### src/rtl/qrd_pkg.sv
package qrd_pkg;

    typedef enum logic [2:0] {
        RM_SLOW  = 3'd0,
        RM_FAST  = 3'd1,
        RM_DOUT  = 3'd2,
        RM_DIO   = 3'd3,
        RM_QOUT  = 3'd4,
        RM_QIO   = 3'd5,
        RM_RSV6  = 3'd6,
        RM_RSV7  = 3'd7
    } rd_mode_e;

    typedef enum logic [2:0] {
        PH_IDLE  = 3'd0,
        PH_CMD   = 3'd1,
        PH_ADDR  = 3'd2,
        PH_DUMMY = 3'd3,
        PH_DATA  = 3'd4,
        PH_GAP   = 3'd5
    } phase_e;

    // lane counts are carried as the literal values 1, 2 or 4
    typedef struct packed {
        logic [7:0] opcode;
        logic [2:0] addr_lanes;
        logic [2:0] data_lanes;
        logic       has_dummy;
    } rd_profile_t;

    function automatic rd_profile_t profile_of(rd_mode_e m);
        rd_profile_t p;
        case (m)
            RM_SLOW: p = '{opcode: 8'h03, addr_lanes: 3'd1, data_lanes: 3'd1, has_dummy: 1'b0};
            RM_DOUT: p = '{opcode: 8'h3B, addr_lanes: 3'd1, data_lanes: 3'd2, has_dummy: 1'b1};
            RM_DIO:  p = '{opcode: 8'hBB, addr_lanes: 3'd2, data_lanes: 3'd2, has_dummy: 1'b1};
            RM_QOUT: p = '{opcode: 8'h6B, addr_lanes: 3'd1, data_lanes: 3'd4, has_dummy: 1'b1};
            RM_QIO:  p = '{opcode: 8'hEB, addr_lanes: 3'd4, data_lanes: 3'd4, has_dummy: 1'b1};
            default: p = '{opcode: 8'h0B, addr_lanes: 3'd1, data_lanes: 3'd1, has_dummy: 1'b1};
        endcase
        return p;
    endfunction

    function automatic logic [3:0] lane_mask(logic [2:0] lanes);
        case (lanes)
            3'd1:    return 4'b0001;
            3'd2:    return 4'b0011;
            default: return 4'b1111;
        endcase
    endfunction

    function automatic int addr_cycles(logic [2:0] lanes, logic four_byte);
        int bits;
        bits = four_byte ? 32 : 24;
        case (lanes)
            3'd1:    return bits;
            3'd2:    return bits / 2;
            default: return bits / 4;
        endcase
    endfunction

    function automatic int byte_cycles(logic [2:0] lanes);
        case (lanes)
            3'd1:    return 8;
            3'd2:    return 4;
            default: return 2;
        endcase
    endfunction

endpackage

### src/rtl/qrd_sclk_div.sv
module qrd_sclk_div #(
    parameter int CLK_DIV = 2
) (
    input  logic clk,
    input  logic rst,
    input  logic run,
    output logic tick
);
    localparam int CW = (CLK_DIV > 1) ? $clog2(CLK_DIV) : 1;
    localparam logic [CW-1:0] LAST = CW'(CLK_DIV - 1);

    logic [CW-1:0] cnt;

    assign tick = run && (cnt == LAST);

    always_ff @(posedge clk) begin
        if (rst || !run || tick) begin
            cnt <= '0;
        end else begin
            cnt <= cnt + 1'b1;
        end
    end
endmodule

### src/rtl/qrd_tx_shift.sv
module qrd_tx_shift #(
    parameter int SR_W = 40
) (
    input  logic            clk,
    input  logic            rst,
    input  logic            load,
    input  logic [SR_W-1:0] load_val,
    input  logic            shift,
    input  logic [2:0]      lanes,
    output logic [3:0]      top_bits
);
    logic [SR_W-1:0] sr;

    assign top_bits = sr[SR_W-1 -: 4];

    always_ff @(posedge clk) begin
        if (rst) begin
            sr <= '0;
        end else if (load) begin
            sr <= load_val;
        end else if (shift) begin
            case (lanes)
                3'd1:    sr <= sr << 1;
                3'd2:    sr <= sr << 2;
                default: sr <= sr << 4;
            endcase
        end
    end
endmodule

### src/rtl/qrd_rx_pack.sv
module qrd_rx_pack (
    input  logic       clk,
    input  logic       rst,
    input  logic       sample,
    input  logic [2:0] lanes,
    input  logic [3:0] dq_in,
    output logic [7:0] next_byte
);
    logic [7:0] sr;

    always_comb begin
        case (lanes)
            3'd1:    next_byte = {sr[6:0], dq_in[1]};
            3'd2:    next_byte = {sr[5:0], dq_in[1:0]};
            default: next_byte = {sr[3:0], dq_in[3:0]};
        endcase
    end

    always_ff @(posedge clk) begin
        if (rst) begin
            sr <= '0;
        end else if (sample) begin
            sr <= next_byte;
        end
    end
endmodule

### src/rtl/qspi_read_seq.sv
module qspi_read_seq
    import qrd_pkg::*;
#(
    parameter int CLK_DIV      = 2,
    parameter int DUMMY_CYCLES = 8,
    parameter int CS_GAP       = 3,
    parameter int LEN_W        = 8
) (
    input  logic             clk,
    input  logic             rst,
    input  logic             req_valid,
    output logic             req_ready,
    input  logic [31:0]      req_addr,
    input  logic [LEN_W-1:0] req_len,
    input  logic [2:0]       req_mode,
    input  logic             req_addr4b,
    output logic             rd_valid,
    input  logic             rd_ready,
    output logic [7:0]       rd_data,
    output logic             cs_n,
    output logic             sclk,
    output logic [3:0]       dq_out,
    output logic [3:0]       dq_oe,
    input  logic [3:0]       dq_in
);
    localparam int MAX_PH = (DUMMY_CYCLES > 32) ? DUMMY_CYCLES : 32;
    localparam int CYC_W  = $clog2(MAX_PH + 1);
    localparam int GAP_W  = $clog2(CS_GAP + 2);
    localparam logic [GAP_W-1:0] GAP_LAST   = (CS_GAP > 0) ? GAP_W'(CS_GAP - 1) : '0;
    localparam logic [CYC_W-1:0] DUMMY_LAST = (DUMMY_CYCLES > 0) ? CYC_W'(DUMMY_CYCLES - 1) : '0;
    localparam logic [CYC_W-1:0] CMD_LAST   = CYC_W'(7);
    localparam bit DUMMY_EN = (DUMMY_CYCLES > 0);

    phase_e            ph;
    rd_profile_t       prof;
    logic              a4_q;
    logic [CYC_W-1:0]  cyc;
    logic [LEN_W-1:0]  left;
    logic [GAP_W-1:0]  gcnt;
    logic              sclk_q;
    logic              cs_q;
    logic              rv_q;
    logic [7:0]        rd_q;

    logic              run, tick, toggle, rise, fall, stall, completing, accept;
    logic [CYC_W-1:0]  addr_last, byte_last;
    logic [3:0]        tx_top;
    logic [7:0]        rx_byte;
    logic [2:0]        tx_lanes;
    logic [39:0]       tx_init;
    rd_profile_t       req_prof;

    assign req_prof   = profile_of(rd_mode_e'(req_mode));
    assign req_ready  = (ph == PH_IDLE);
    assign accept     = req_valid && (ph == PH_IDLE);
    assign run        = (ph == PH_CMD) || (ph == PH_ADDR) || (ph == PH_DUMMY) || (ph == PH_DATA);
    assign addr_last  = CYC_W'(addr_cycles(prof.addr_lanes, a4_q) - 1);
    assign byte_last  = CYC_W'(byte_cycles(prof.data_lanes) - 1);
    assign completing = (ph == PH_DATA) && !sclk_q && (cyc == byte_last);
    assign stall      = completing && rv_q && !rd_ready;
    assign toggle     = tick && !stall;
    assign rise       = toggle && !sclk_q;
    assign fall       = toggle && sclk_q;
    assign tx_lanes   = (ph == PH_CMD) ? 3'd1 : prof.addr_lanes;
    assign tx_init    = req_addr4b ? {req_prof.opcode, req_addr}
                                   : {req_prof.opcode, req_addr[23:0], 8'h00};

    qrd_sclk_div #(.CLK_DIV(CLK_DIV)) u_div (
        .clk (clk),
        .rst (rst),
        .run (run),
        .tick(tick)
    );

    qrd_tx_shift #(.SR_W(40)) u_tx (
        .clk     (clk),
        .rst     (rst),
        .load    (accept),
        .load_val(tx_init),
        .shift   (fall && ((ph == PH_CMD) || (ph == PH_ADDR))),
        .lanes   (tx_lanes),
        .top_bits(tx_top)
    );

    qrd_rx_pack u_rx (
        .clk      (clk),
        .rst      (rst),
        .sample   (rise && (ph == PH_DATA)),
        .lanes    (prof.data_lanes),
        .dq_in    (dq_in),
        .next_byte(rx_byte)
    );

    always_comb begin
        dq_out = 4'b0000;
        dq_oe  = 4'b0000;
        case (ph)
            PH_CMD: begin
                dq_out = {3'b000, tx_top[3]};
                dq_oe  = 4'b0001;
            end
            PH_ADDR: begin
                dq_oe = lane_mask(prof.addr_lanes);
                case (prof.addr_lanes)
                    3'd1:    dq_out = {3'b000, tx_top[3]};
                    3'd2:    dq_out = {2'b00, tx_top[3:2]};
                    default: dq_out = tx_top;
                endcase
            end
            default: ;
        endcase
    end

    always_ff @(posedge clk) begin
        if (rst) begin
            ph     <= PH_IDLE;
            prof   <= '0;
            a4_q   <= 1'b0;
            cyc    <= '0;
            left   <= '0;
            gcnt   <= '0;
            sclk_q <= 1'b0;
            cs_q   <= 1'b1;
        end else begin
            if (toggle) begin
                sclk_q <= ~sclk_q;
            end
            case (ph)
                PH_IDLE: begin
                    if (accept) begin
                        prof <= req_prof;
                        a4_q <= req_addr4b;
                        left <= req_len;
                        cyc  <= '0;
                        cs_q <= 1'b0;
                        ph   <= PH_CMD;
                    end
                end
                PH_CMD: begin
                    if (fall) begin
                        if (cyc == CMD_LAST) begin
                            cyc <= '0;
                            ph  <= PH_ADDR;
                        end else begin
                            cyc <= cyc + 1'b1;
                        end
                    end
                end
                PH_ADDR: begin
                    if (fall) begin
                        if (cyc == addr_last) begin
                            cyc <= '0;
                            ph  <= (prof.has_dummy && DUMMY_EN) ? PH_DUMMY : PH_DATA;
                        end else begin
                            cyc <= cyc + 1'b1;
                        end
                    end
                end
                PH_DUMMY: begin
                    if (fall) begin
                        if (cyc == DUMMY_LAST) begin
                            cyc <= '0;
                            ph  <= PH_DATA;
                        end else begin
                            cyc <= cyc + 1'b1;
                        end
                    end
                end
                PH_DATA: begin
                    if (fall) begin
                        if (cyc == byte_last) begin
                            cyc <= '0;
                            if (left == '0) begin
                                cs_q <= 1'b1;
                                gcnt <= '0;
                                ph   <= PH_GAP;
                            end else begin
                                left <= left - 1'b1;
                            end
                        end else begin
                            cyc <= cyc + 1'b1;
                        end
                    end
                end
                PH_GAP: begin
                    if (gcnt == GAP_LAST) begin
                        ph <= PH_IDLE;
                    end else begin
                        gcnt <= gcnt + 1'b1;
                    end
                end
                default: ph <= PH_IDLE;
            endcase
        end
    end

    // output byte register: drained by rd_ready, refilled at a byte-completing rise
    always_ff @(posedge clk) begin
        if (rst) begin
            rv_q <= 1'b0;
            rd_q <= '0;
        end else begin
            if (rv_q && rd_ready) begin
                rv_q <= 1'b0;
            end
            if (rise && completing) begin
                rv_q <= 1'b1;
                rd_q <= rx_byte;
            end
        end
    end

    assign rd_valid = rv_q;
    assign rd_data  = rd_q;
    assign cs_n     = cs_q;
    assign sclk     = sclk_q;

endmodule

### config.mk
export PLATFORM = sky130hd
export DESIGN_NAME = qspi_read_seq
export DESIGN_NICKNAME = d
export VERILOG_FILES = /design/src/rtl/qrd_pkg.sv /design/src/rtl/qrd_sclk_div.sv /design/src/rtl/qrd_tx_shift.sv /design/src/rtl/qrd_rx_pack.sv /design/src/rtl/qspi_read_seq.sv
export SDC_FILE = /design/constraint.sdc
export NUM_CORES = 1
export LEC_CHECK = 0
export ABC_AREA = 1
export BUFFER_PORTS_ARGS = -buffer_cell sky130_fd_sc_hd__clkbuf_2
export CELL_PAD_IN_SITES_DETAIL_PLACEMENT = 0
export CELL_PAD_IN_SITES_GLOBAL_PLACEMENT = 2
export CORE_MARGIN = 5
export CORE_UTILIZATION = 32
export CTS_CLUSTER_DIAMETER = 50
export DETAILED_ROUTE_END_ITERATION = 12
export GPL_ROUTABILITY_DRIVEN = 0
export PLACE_DENSITY_LB_ADDON = 0.1
export RECOVER_POWER = 25
export SLEW_MARGIN = 15
export SYNTH_ARGS = -nofsm -noshare
export SYNTH_HDL_FRONTEND = slang
export SYNTH_SLANG_ARGS = --single-unit
### constraint.sdc
create_clock -name clk -period 2.4 [get_ports clk]
set_clock_uncertainty 0.15 [all_clocks]
set_input_delay 0.24 -clock clk [delete_from_list [all_inputs] [get_ports clk]]
set_output_delay 0.24 -clock clk [all_outputs]
set_load 0.03 [all_outputs]
**Yosys cells after proc, flatten, opt, wreduce, memory -nomap -nowiden**

Index checks and enable logic that the tools add are counted.

- Flip-flop bits (word level): 87
- Input port bits: 52
- Output and inout bits: 20
- Logic and storage cells: 149

- Add/sub/neg operators: 8
- Equal/unequal tests: 33
- Multiplexer cells: 52
- Bitwise operators: 3
- Reductions and logical operators: 38

Operators with widths:

| operator | number |
|---|---|
| $mux W40 | 2 |
| $pmux W40 S2 | 1 |
| $pmux W15 S5 | 1 |
| $mux W3 | 17 |
| $mux W6 | 8 |
| $pmux W4 S2 | 5 |
| $mux W32 | 1 |
| $mux W8 | 4 |
| $pmux W8 S2 | 2 |
| $eq A3 B2 Y1 const B | 8 |
| $pmux W6 S4 | 1 |
| $reduce_and A5 Y1 | 4 |
| $pmux W3 S6 | 1 |
| $ne A2 B1 Y1 const B | 7 |
| $ne A2 B2 Y1 const B | 7 |
| $logic_and A1 B1 Y1 | 13 |
| $eq A3 B1 Y1 const B | 4 |
| $eq A3 B3 Y1 const B | 4 |
| $eq A6 B6 Y1 | 2 |
| $pmux W6 S2 | 1 |
| $sub A6 B2 Y6 const B | 2 |
| $reduce_and A11 Y1 | 1 |
| $logic_not A8 Y1 | 1 |
| $reduce_bool A2 Y1 | 4 |
| other kinds (18) | 33 |

**Longest topological paths before layout**

- Depth in word-level cells: 13
- Depth in mapped cells: 14
- Gate-level depth less buffers: 13

**Cells and area by module**

A second synthesis with hierarchy kept.

- Cell total of the unflattened synthesis: 899
- Area, all modules: 5810.6 um2

Modules (own cells, without submodules):

| module | times used | cells each | area an instance (um2) | sequential area each (um2) |
|---|---|---|---|---|
| qspi_read_seq | 1 | 443 | 2837.7 | 780.7 |
| qrd_tx_shift | 1 | 370 | 2416.1 | 800.8 |
| qrd_rx_pack | 1 | 80 | 515.5 | 140.1 |
| qrd_sclk_div | 1 | 6 | 41.3 | 20.0 |

**Worst setup path before layout**

OpenSTA, ideal clock, no wires.

- Path type: register to register
- Start: reg ph[0]
- End: reg u_tx.sr[10]
- Setup time: 0.117 ns
- Arrival: 1.698 ns
- Required time: 2.133 ns
- Setup slack: 0.435 ns
- Cell stages (with the launch flop): 11
- Path buffers: 1
- Clock period less this slack: 1.965 ns
- Cells stage by stage: dfxtp_1 > inv_1 > nor2_2 > nand2_2 > nand2_1 > nand4_4 > nand2_4 > inv_4 > buf_6 > a21oi_1 > nor2_1

- Cells in the longest elaborated chain, start to end: 10
- Elaborated cells between the ends (all ways): 25
- Those cells by class: eq/ne: 6; mux: 4; reduce/logical: 15

RTL lines:

| what | line | source |
|---|---|---|
| from (decl) | qspi_read_seq.sv:34 | `phase_e ph;` |
| from (signal assigned) | qspi_read_seq.sv:153 | `ph <= (prof.has_dummy && DUMMY_EN) ? PH_DUMMY : PH_DATA;` |
| parallel branches: the longest is 10 deep, another holds $pmux W40 S2 | -- |  |
| to (signal assigned) | qrd_tx_shift.sv:23 | `3'd1: sr <= sr << 1;` |
| to (signal assigned) | qrd_tx_shift.sv:24 | `3'd2: sr <= sr << 2;` |
| to (signal assigned) | qrd_tx_shift.sv:25 | `default: sr <= sr << 4;` |
| to (decl) | qrd_tx_shift.sv:12 | `logic [SR_W-1:0] sr;` |

Several ways; the timed one is not identified. The select of a mux whose other input is x is not followed.
A chain may end at the register's enable or synchronous reset.

**Worst setup path in the final report**

- Start: reg ph[1]
- End: reg u_rx.sr[0]

- Cells in the longest elaborated chain, start to end: 9
- Elaborated cells between the ends (all ways): 16
- Those cells by class: eq/ne: 4; reduce/logical: 12

RTL lines:

| what | line | source |
|---|---|---|
| $eq A3 B3 Y1 | qspi_read_seq.sv:56, qspi_read_seq.sv:59, qspi_read_seq.sv:88 |  |
| $logic_and A1 B1 Y1 (2 in a row) | qspi_read_seq.sv:59 | `assign completing = (ph == PH_DATA) && !sclk_q && (cyc == byte_last);` |
| $logic_and A1 B1 Y1 (2 in a row) | qspi_read_seq.sv:60 | `assign stall = completing && rv_q && !rd_ready;` |
| $logic_not A1 Y1 | qspi_read_seq.sv:61 | `assign toggle = tick && !stall;` |
| $logic_and A1 B1 Y1 | qspi_read_seq.sv:61 |  |
| $logic_and A1 B1 Y1 | qspi_read_seq.sv:62 | `assign rise = toggle && !sclk_q;` |
| $logic_and A1 B1 Y1 * | qspi_read_seq.sv:88 | `.sample (rise && (ph == PH_DATA)),` |
| to (signal assigned) | qrd_rx_pack.sv:23 | `sr <= next_byte;` |
| to (decl) | qrd_rx_pack.sv:9 | `logic [7:0] sr;` |

Every way passes the cells marked *; elsewhere a longest branch is shown, timed or not.

==> results.sh <==
export IMPL_status="complete, no violations"
export IMPL_critPathTopFamily="simple AND/OR/NAND/NOR gates"
export IMPL_cts_sinks=87
export IMPL_crit_path_max_incr_delay_ns=0.41
export IMPL_drv_cap=0
export IMPL_syn_area_mm2=0.00545
export IMPL_multi_input_area_mm2=0.00308
export IMPL_hp_class="in2reg"
export IMPL_syn_inst=835
export IMPL_grt_max_degree=52
export IMPL_ys_types=47
export IMPL_grt_use_met3_pct=2.28
export IMPL_yosys_warnings=0
export IMPL_die_h_um=140
export IMPL_fp_coreArea_mm2=0.0166
export IMPL_switching_share_pct=46.0
export IMPL_setup_viol=0
export IMPL_crit_type="reg2reg"
export IMPL_clk_pin_slew_worst_paths_ns=0.07
export IMPL_antenna_found_initial=0
export IMPL_die_width_um=140
export IMPL_area_growth_syn_to_layout_pct=16.7
export IMPL_grt_busiest_layer="met2"
export IMPL_grt_util_met1_pct=24.3
export IMPL_crit_path_max_fanout=11
export IMPL_root_buffer="clkbuf_16"
export IMPL_postSynthAreaPerCell_um2=6.53
export IMPL_place_area_mm2=0.00603
export IMPL_stdcell_count=1124
export IMPL_synth_fp_nets=892
export IMPL_dp_cells=1104
export IMPL_synth_edff_count=0
export IMPL_num_io_pins=72
export IMPL_worst_pin_slew_ns=0.521
export IMPL_startpoint_type="register"
export IMPL_slowest_stage="dfxtp_1"
export IMPL_timing_final_crit_share_pct=92.6
export IMPL_synth_async_reset_ratio_pct=0
export IMPL_start_util_pct=32.7
export IMPL_clock_path_buffers=2
export IMPL_slew_viol_final=0
export IMPL_routed_via_density=5.22
export IMPL_track_usage_pct=17.3
export IMPL_use_met2_pct=27.3
export IMPL_p_clk_share_pct=20.6
export IMPL_clock_fmax_ghz=0.450
export IMPL_dieArea_mm2=0.0197
export IMPL_irDropWorstVdd_v=0.000379
export IMPL_drt_first_pass_iters=5
export IMPL_drc=0
export IMPL_critPathCaptureType="register"
export IMPL_rows=47
export IMPL_grt_overflow=0
export IMPL_h_tree_depth=3
export IMPL_p_int_mw=3.80
export IMPL_grt_pass1_vias=5586
export IMPL_dpl_hpwl_mm=12.7
export IMPL_clk_latency_ns=0.35
export IMPL_relSlewSlack_pct=65.2
export IMPL_pwr_share_seq_pct=31.5
export IMPL_grt_pass1_wl_mm=28.3
export IMPL_antennaDiodeCount=0
export IMPL_vias=5863
export IMPL_cts_tree="done"
export IMPL_layout_nets=956
export IMPL_critPathRequiredTime_ns=2.54
export IMPL_fill_cells=1822
export IMPL_cp_cell_sequence="inv_2 > nor3_4 > inv_2 > nand3_4 > nand2_4 > inv_4 > nand2_4 > clkinv_2 > nand2_1 > or2_2 > a21oi_1"
export IMPL_p_per_area_mw_per_mm2=1110
export IMPL_ys_ff_latch=87
export IMPL_routedWlPerCell_um=15.3
export IMPL_p_switching_mw=3.25
export IMPL_final_antenna_net_count=0
export IMPL_fin_area_mm2=0.00636
export IMPL_hold_buffers=0
export IMPL_power_frac_comb_pct=47.9
export IMPL_finalPower_mw=7.05
export IMPL_portBuffers=71
export IMPL_first_iter_violations=396
export IMPL_utilization_pct=38.2
export IMPL_cts_buffers=9
export IMPL_yosysSeqAreaShare_pct=32.0
export IMPL_timing_critical_path_buf_inv=4
export IMPL_fin_crit_ns=2.22
export IMPL_dominantRegCellSynth="dfxtp_1"
export IMPL_drive_gt1_share_pct=16.2
export IMPL_r2r_setup_slack_ns=0.18
export IMPL_seqCellArea_mm2=0.00174
export IMPL_rsz0062_at_grt="no"
export IMPL_drt_wl_total_mm=17.2
export IMPL_hold_viol_final=0
export IMPL_worstPathArrival_ns=2.36
export IMPL_p_leak_nw=2.67
export IMPL_fin_tns_setup_ns=0
-- registers in the layout (all words and copies together), names as in the netlist, 3 cells and up --
signal   flops
left         8
u_tx.sr     40
gcnt         3
u_rx.sr      7
prof         7
rd_data      8
cyc          6
ph           3
-- worst paths after layout --
| path | startpoint | end | cells past startpoint |
|---|---|---|---|
| max reg2reg | ph[1]$_SDFFE_PP0P_ | u_rx.sr[0]$_SDFFE_PP0P_ | 11 |
| min | req_addr[0] | u_tx.sr[0]$_SDFFE_PP0P_ | 3 |
| min reg2reg | rd_data[2]$_SDFFE_PP0P_ | rd_data[2]$_SDFFE_PP0P_ | 2 |
| max | ph[1]$_SDFFE_PP0P_ | u_rx.sr[0]$_SDFFE_PP0P_ | 11 |
-- synthesized netlist by cell type (all sizes together), types with 2 or more instances --
cell type	n	area (um^2)
nand2	171	692
inv	100	380
nor2	100	388
dfxtp	87	1740
a21oi	83	419
o21ai	83	415
nand3	54	293
buf	25	170
o22ai	22	138
clkbuf	20	75.1
o221ai	19	166
nand4	13	96.3
nor3	9	71.3
o211ai	9	67.6
or2	6	37.5
a31oi	5	31.3
ha	5	62.6
a211oi	4	30.0
nand3b	3	22.5
o31ai	3	36.3
mux2i	2	20.0
o21a	2	15.0
xnor2	2	17.5
xor2	2	17.5
-- layout make-up --
type                       instances  share of cell area [%]
inverter                         101                    6.12
clock inverter                     7                    1.16
tap                              220                    4.33
timing repair buffer              98                    8.95
multi-input combinational        602                    48.5
clock buffer                       9                    3.54
sequential                        87                    27.4
-- stage by stage --
| step | hold WS (ns) | setup slack [ns] |
|---|---|---|
| global route | 0.0486 | 0.0248 |
| finish | 0.0364 | 0.178 |
| global placement | 0.292 | 0.121 |
| floorplan | 0.238 | 0.435 |
| CTS | 0.0134 | 0.0288 |
| detailed placement | 0.300 | 0.157 |
-- power by group through the flow --
stage                     Sequential, mW  Clock, mW  Combinational (mW)
final                               2.22       1.45                3.38
after CTS                           2.21       1.49                3.35
after global routing                2.28       1.54                3.81
after floorplan                     2.17          0                2.51
after detailed placement            2.24          0                3.33
after global placement              2.24          0                3.34
-- layer usage --
layer,vias up,routed length (um)
li1,2944,-
met1,2739,8390
met2,162,7840
met3,18,705
met4,0,299
met5,-,0
-- worst register-to-register path: stages, from the launching register on --
cell	delay (ns)
dfxtp_1	0.41
inv_2	0.09
nor3_4	0.26
inv_2	0.15
nand3_4	0.11
nand2_4	0.07
inv_4	0.09
nand2_4	0.08
clkinv_2	0.07
nand2_1	0.22
or2_2	0.35
a21oi_1	0.11
-- cells by family (layout without fill, tap and decap cells) --
group	after synthesis	count (layout)	share of synthesized area, %
adders and majority gates	5	5	1.15
buffers and inverters	146	215	11.6
xor gates and xnor gates	4	4	0.643
and+or+nand+nor	357	357	29.5
muxes	2	2	0.367
AOI/OAI and AO/OA	234	234	24.8
DFF	87	87	32.0
-- layout by cell type (no fill, tap or decap), types with 5 or more instances in the layout --
cell / count
buf_4: 25
clkbuf_2: 60
nand4_1: 12
or2_2: 5
inv_2: 7
clkinvlp_4: 5
inv_1: 90
a21oi_1: 82
clkbuf_1: 11
o211ai_1: 9
nor2_1: 95
ha_1: 5
o21ai_1: 17
nand3_1: 49
o21ai_0: 66
dfxtp_1: 87
o22ai_1: 22
nor2_2: 5
nor3_1: 5
a31oi_1: 5
nand2_4: 5
clkbuf_16: 9
nand2_1: 162
o221ai_1: 19
-- timing repair --
| item | CTS | global route |
|---|---|---|
| buffers inserted | 0 | 4 |
| resized for setup | 0 | 5 |
| setup endpoints to repair | 0 | 18 |
No activity file was read; power rests on OpenSTA's default activity.
